--- config.mk ---
export PLATFORM = sky130hd
export DESIGN_NAME = edge_wake_unit
export DESIGN_NICKNAME = d
export VERILOG_FILES = /design/src/rtl/ewu_pkg.sv /design/src/rtl/ewu_sync.sv /design/src/rtl/ewu_edge.sv /design/src/rtl/ewu_regs.sv /design/src/rtl/ewu_route.sv /design/src/rtl/edge_wake_unit.sv
export SDC_FILE = /design/constraint.sdc
export NUM_CORES = 1
export LEC_CHECK = 0
export BUFFER_PORTS_ARGS = -buffer_cell sky130_fd_sc_hd__clkbuf_2
export CORE_UTILIZATION = 25
export DETAILED_ROUTE_END_ITERATION = 12
export PLACE_DENSITY = 0.39
export SLEW_MARGIN = 15
export SYNTH_ARGS = -nofsm -noshare
export SYNTH_HDL_FRONTEND = slang
export SYNTH_HIERARCHICAL = 1
export SYNTH_SLANG_ARGS = --single-unit
--- constraint.sdc ---
create_clock -name clk -period 2 [get_ports clk]
set_input_delay 0.1 -clock clk [delete_from_list [all_inputs] [get_ports clk]]
set_output_delay 0.1 -clock clk [all_outputs]
set_load 0.03 [all_outputs]
--- src/rtl/ewu_pkg.sv ---
package ewu_pkg;
  localparam int ADDR_W    = 3;
  localparam int A_ENABLE  = 0;
  localparam int A_POLAR   = 1;
  localparam int A_PEND    = 2;
  localparam int A_ROUTE0  = 3;
endpackage

--- src/rtl/ewu_sync.sv ---
module ewu_sync #(
  parameter int W = 16
) (
  input  logic         clk,
  input  logic         rst_n,
  input  logic [W-1:0] async_in,
  output logic [W-1:0] sync_out
);
  logic [W-1:0] stage1_q, stage2_q;

  always_ff @(posedge clk or negedge rst_n) begin
    if (!rst_n) begin
      stage1_q <= '0;
      stage2_q <= '0;
    end else begin
      stage1_q <= async_in;
      stage2_q <= stage1_q;
    end
  end

  assign sync_out = stage2_q;
endmodule

--- src/rtl/ewu_edge.sv ---
module ewu_edge #(
  parameter int W = 16
) (
  input  logic         clk,
  input  logic         rst_n,
  input  logic [W-1:0] sync_in,
  input  logic [W-1:0] rise_sel,
  output logic [W-1:0] hit
);
  logic [W-1:0] hist_q;
  logic [1:0]   warm_q, warm_d;
  logic         armed;

  // Warm-up count: detection starts once the history flop holds a real sample
  assign armed = (warm_q == 2'd3);

  always_comb begin
    warm_d = armed ? warm_q : warm_q + 2'd1;
  end

  always_ff @(posedge clk or negedge rst_n) begin
    if (!rst_n) begin
      hist_q <= '0;
      warm_q <= '0;
    end else begin
      hist_q <= sync_in;
      warm_q <= warm_d;
    end
  end

  // Compare raw synchronised samples; polarity only picks the direction
  genvar c;
  generate
    for (c = 0; c < W; c++) begin : g_det
      logic up, down;
      assign up     = sync_in[c] & ~hist_q[c];
      assign down   = ~sync_in[c] & hist_q[c];
      assign hit[c] = armed & (rise_sel[c] ? up : down);
    end
  endgenerate
endmodule

--- src/rtl/ewu_regs.sv ---
module ewu_regs
  import ewu_pkg::*;
#(
  parameter int NUM_CH  = 16,
  parameter int NUM_OUT = 4,
  localparam int SEL_W  = $clog2(NUM_OUT),
  localparam int RWORDS = SEL_W
) (
  input  logic                    clk,
  input  logic                    rst_n,
  input  logic                    wr_en,
  input  logic [ADDR_W-1:0]       wr_addr,
  input  logic [NUM_CH-1:0]       wr_data,
  input  logic [ADDR_W-1:0]       rd_addr,
  output logic [NUM_CH-1:0]       rd_data,
  input  logic [NUM_CH-1:0]       set_vec,
  input  logic [NUM_CH-1:0]       clr_vec,
  output logic [NUM_CH-1:0]       en_q,
  output logic [NUM_CH-1:0]       pol_q,
  output logic [NUM_CH-1:0]       pend_q,
  output logic [NUM_CH*SEL_W-1:0] sel_flat
);
  logic              en_ce, pol_ce;
  logic [NUM_CH-1:0] pend_d;
  logic [NUM_CH-1:0] route_q [RWORDS];

  assign en_ce  = wr_en && (wr_addr == ADDR_W'(A_ENABLE));
  assign pol_ce = wr_en && (wr_addr == ADDR_W'(A_POLAR));

  // Set has priority over clear
  always_comb begin
    pend_d = (pend_q & ~clr_vec) | set_vec;
  end

  always_ff @(posedge clk or negedge rst_n) begin
    if (!rst_n) begin
      en_q   <= '0;
      pol_q  <= '0;
      pend_q <= '0;
    end else begin
      if (en_ce)  en_q  <= wr_data;
      if (pol_ce) pol_q <= wr_data;
      pend_q <= pend_d;
    end
  end

  genvar w;
  generate
    for (w = 0; w < RWORDS; w++) begin : g_route
      logic rt_ce;
      assign rt_ce = wr_en && (wr_addr == ADDR_W'(A_ROUTE0 + w));
      always_ff @(posedge clk or negedge rst_n) begin
        if (!rst_n)     route_q[w] <= '0;
        else if (rt_ce) route_q[w] <= wr_data;
      end
      assign sel_flat[w*NUM_CH +: NUM_CH] = route_q[w];
    end
  endgenerate

  always_comb begin
    rd_data = '0;
    case (rd_addr)
      ADDR_W'(A_ENABLE): rd_data = en_q;
      ADDR_W'(A_POLAR):  rd_data = pol_q;
      ADDR_W'(A_PEND):   rd_data = pend_q;
      default: begin
        for (int i = 0; i < RWORDS; i++) begin
          if (rd_addr == ADDR_W'(A_ROUTE0 + i)) rd_data = route_q[i];
        end
      end
    endcase
  end
endmodule

--- src/rtl/ewu_route.sv ---
module ewu_route #(
  parameter int NUM_CH  = 16,
  parameter int NUM_OUT = 4,
  localparam int SEL_W  = $clog2(NUM_OUT)
) (
  input  logic [NUM_CH-1:0]       pend,
  input  logic [NUM_CH-1:0]       en,
  input  logic [NUM_CH*SEL_W-1:0] sel_flat,
  output logic [NUM_OUT-1:0]      irq
);
  logic [NUM_CH-1:0] live;
  assign live = pend & en;

  genvar k;
  generate
    for (k = 0; k < NUM_OUT; k++) begin : g_out
      logic [NUM_CH-1:0] member;
      for (genvar c = 0; c < NUM_CH; c++) begin : g_mem
        assign member[c] = (sel_flat[c*SEL_W +: SEL_W] == SEL_W'(k));
      end
      assign irq[k] = |(live & member);
    end
  endgenerate
endmodule

--- src/rtl/edge_wake_unit.sv ---
module edge_wake_unit
  import ewu_pkg::*;
#(
  parameter int NUM_CH  = 16,
  parameter int NUM_OUT = 4,
  localparam int SEL_W  = $clog2(NUM_OUT)
) (
  input  logic                clk,
  input  logic                rst_n,
  input  logic [NUM_CH-1:0]   chan_in,
  input  logic                wr_en,
  input  logic [ADDR_W-1:0]   wr_addr,
  input  logic [NUM_CH-1:0]   wr_data,
  input  logic [ADDR_W-1:0]   rd_addr,
  output logic [NUM_CH-1:0]   rd_data,
  output logic [NUM_OUT-1:0]  irq,
  output logic                wake
);
  logic [NUM_CH-1:0]       sync_v, edge_hit, clr_vec, en_q, pol_q, pend_q;
  logic [NUM_CH*SEL_W-1:0] sel_flat;

  assign clr_vec = (wr_en && (wr_addr == ADDR_W'(A_PEND))) ? wr_data : '0;

  ewu_sync #(.W(NUM_CH)) u_sync (
    .clk(clk), .rst_n(rst_n), .async_in(chan_in), .sync_out(sync_v)
  );

  ewu_edge #(.W(NUM_CH)) u_edge (
    .clk(clk), .rst_n(rst_n), .sync_in(sync_v), .rise_sel(pol_q), .hit(edge_hit)
  );

  ewu_regs #(.NUM_CH(NUM_CH), .NUM_OUT(NUM_OUT)) u_regs (
    .clk(clk), .rst_n(rst_n), .wr_en(wr_en), .wr_addr(wr_addr), .wr_data(wr_data),
    .rd_addr(rd_addr), .rd_data(rd_data), .set_vec(edge_hit), .clr_vec(clr_vec),
    .en_q(en_q), .pol_q(pol_q), .pend_q(pend_q), .sel_flat(sel_flat)
  );

  ewu_route #(.NUM_CH(NUM_CH), .NUM_OUT(NUM_OUT)) u_route (
    .pend(pend_q), .en(en_q), .sel_flat(sel_flat), .irq(irq)
  );

  assign wake = |irq;
endmodule

==> flow_metrics.env <==
export IMPL_yosysMostFrequentCell="dfrtp_1"
export IMPL_start_kind="flip-flop"
export IMPL_hold_path_class="primary input to async pin"
export IMPL_cts_tree="yes"
export IMPL_wirelength_mm=20.4
export IMPL_cts_sinks=130
export IMPL_maxSlewViolCount=0
export IMPL_numPortBuffers=61
export IMPL_setup_worst_path_end_class="output pin"
export IMPL_fmax_mhz=409
export IMPL_yosysTopAreaCell="dfrtp_1"
export IMPL_synth_top_area_share_pct=53.3
export IMPL_peakVddDrop_mv=0.462
export IMPL_die_x_um=158
export IMPL_clockRootBuffer="clkbuf_16"
export IMPL_rsz0062_at_grt="yes"
export IMPL_arrival_ps=2340
export IMPL_syn_to_final_growth_pct=42.6
export IMPL_drc=0
export IMPL_antenna_found_initial=0
export IMPL_synth_area_per_cell_um2=12.5
export IMPL_synth_ff_type="dfrtp_1"
export IMPL_post_drt_wl_per_cell_um=19.9
export IMPL_overflow=0
export IMPL_synth_async_sr_flop_share_pct=100
export IMPL_dieArea_um2=25100
export IMPL_tightestPinTransition_ps=475
export IMPL_seq_area_um2=3260
export IMPL_outcome="finished with violations"
export IMPL_p_sw_mw=2.83
export IMPL_n_fill_cell=2406
export IMPL_core_um2=23700
export IMPL_final_hold_violation_count=0
export IMPL_clk_pin_slew_ps=60
export IMPL_ant_nets=0
export IMPL_p_leak_nw=3.81
export IMPL_vias_per_cell=4.64
export IMPL_synth_area_um2=6110
export IMPL_p_sw_share_pct=29.9
export IMPL_finalNetCount=735
export IMPL_violations="setup timing"
export IMPL_max_slew_margin_rel_pct=68.3
export IMPL_hold_slack_ps=164
export IMPL_grt_first_pass_wirelength_mm=30.7
export IMPL_initial_core_util_pct=25.8
export IMPL_netlist_top_cells_area="dfrtp_1, mux2_2, nand4bb_1, nand4b_1, mux2i_1"
export IMPL_grt_pass1_vias=4951
export IMPL_setup_tns_ps=-840
export IMPL_yosys_warnings=6
export IMPL_ys_ff_latch=130
export IMPL_finalSetupViolCount=5
export IMPL_firstDrtPassIters=6
export IMPL_io_pins=62
export IMPL_numCtsBuffers=17
export IMPL_seqPwrFrac_pct=35.5
export IMPL_setup_slack_ps=-442
export IMPL_dp_slack_ps=-159
export IMPL_critical_path_class="flip-flop to output pin"
export IMPL_vias=4759
export IMPL_gp_congestion=0.853
export IMPL_antenna_cells=0
export IMPL_synth_commonest_cells="dfrtp_1, mux2_2, nand2_1, nor2_1, inv_1"
export IMPL_synth_edf_count=0
export IMPL_clkLatencyLatePin_ps=430
export IMPL_chipHeight_um=158
export IMPL_min_period_ps=2440
export IMPL_cp_max_fo=4
export IMPL_required_ps=1900
export IMPL_grt_max_degree=51
export IMPL_seq_area_frac_synth_pct=53.3
export IMPL_comb_power_share_pct=27.9
export IMPL_powerDensity_nw_per_um2=1090
export IMPL_htree_levels=4
export IMPL_layout_drive_gt1_share_pct=46.2
export IMPL_fin_util_pct=36.8
export IMPL_pwr_share_clk_pct=36.5
export IMPL_clockBufferDepth=2
export IMPL_p_int_mw=6.64
export IMPL_finalCritPeriodShare_pct=122
export IMPL_row_count=56
export IMPL_mappedNetlistNets=531
export IMPL_max_cap_violations=0
export IMPL_initialDrtViolationCount=253
export IMPL_dp_hpwl_mm=14.9
export IMPL_clock_skew_ps=13.3
export IMPL_syn_inst=489
export IMPL_grt_usage_pct=17.3
export IMPL_design_area_um2=8710
export IMPL_placed_cell_area_um2=7490
export IMPL_ys_types=49
export IMPL_multi_input_area_um2=2730
==> metal layers <==
metal  global-route usage, %  part of all wire (%)  vias up
li1                        -                     -     2246
met1                    22.6                    48     2407
met2                    28.9                    48       88
met3                    3.54                   3.1       18
met4                    4.99                   1.5        0
met5                       0                     0        -
==> cell usage in the layout (no fill, tap or decap), types with 5 or more instances in the layout <==
cell type and n:
nor2_1 27, inv_1 23, mux2_2 80, a221o_1 15
nand2_1 26, a21o_1 16, nand4bb_1 16, nand4_1 14
mux2i_1 16, clkbuf_2 52, dfrtp_2 6, nand3_1 10
dfrtp_1 124, nand4b_1 20, nor3_1 6, buf_4 96
buf_6 12, bufinv_16 5, dlygate4sd3_1 33, and2_2 14
o22ai_1 5, clkbuf_16 17
==> area by class of cell <==
| class | instances | area share, % |
|---|---|---|
| flip-flops and latches | 130 | 37.4 |
| repair buffers | 202 | 18.3 |
| inverters | 23 | 0.991 |
| clock inverters | 13 | 2.40 |
| multi-input cells | 319 | 31.3 |
| well taps | 319 | 4.58 |
| clock buffers | 19 | 4.97 |
==> critical path, stage by stage, from the launching register on <==
cell and delay, ps:
dfrtp_2 460, nand3b_1 150, buf_4 120, buf_4 90, nor2_2 40, a211oi_1 210
nand4_1 150, or4_4 530, buf_8 160
==> flip-flops by register name, summed over array words and instances, names as in the netlist <==
name	flops
u_regs/sel_flat	32
u_edge/hist_q	16
u_sync/sync_out	16
u_regs/en_q	16
u_sync/stage1_q	16
u_regs/pend_q	16
u_edge/warm_q	2
u_regs/pol_q	16
==> path summary, 6_finish.rpt <==
check	from	end	slack (ps)	cells past startpoint
worst min-delay path	rst_n	u_sync/sync_out[1]	160	2
min in group clk	chan_in[10]	u_sync/stage1_q[10]	310	2
worst min register to register	u_sync/stage1_q[2]	u_sync/sync_out[2]	350	0
max in group asynchronous	rst_n	u_regs/pend_q[8]	1130	3
worst max register to register	u_edge/warm_q[0]	u_regs/pend_q[9]	680	5
worst max-delay path	u_regs/pend_q[8]	wake	-440	8
==> stage by stage <==
| step | total power [mW] | std cells |
|---|---|---|
| floorplan | 4.47 | 489 |
| global placement | 5.74 | 954 |
| detailed placement | 5.74 | 954 |
| CTS | 9.54 | 1024 |
| global route | 9.95 | 1025 |
| finish | 9.47 | 1025 |
==> power groups by stage <==
stage                     Combinational (mW)  Clock (mW)  Sequential, mW
final                                   2.64        3.46            3.36
after global routing                    2.84        3.68            3.42
after CTS                               2.60        3.58            3.36
after detailed placement                2.34           0            3.40
after global placement                  2.36           0            3.38
after floorplan                         1.12           0            3.35
==> timing repair <==
| item | CTS | global route |
|---|---|---|
| setup endpoints to repair | 7 | 7 |
| hold buffers | 33 | 0 |
| pin swaps | 18 | 6 |
| setup buffers | 7 | 1 |
| hold endpoints to repair | 164 | 0 |
| resized for setup | 36 | 17 |
==> kinds of logic after synthesis <==
| family | share of synthesized area, % |
|---|---|
| and+or+nand+nor | 17.6 |
| AOI/OAI and AO/OA | 7.52 |
| adders and majority gates | 0.205 |
| DFF | 53.3 |
| xor gates and xnor gates | 0.143 |
| muxes | 17.6 |
| buffers and inverters | 3.69 |
(Power assumes the default switching activity.)
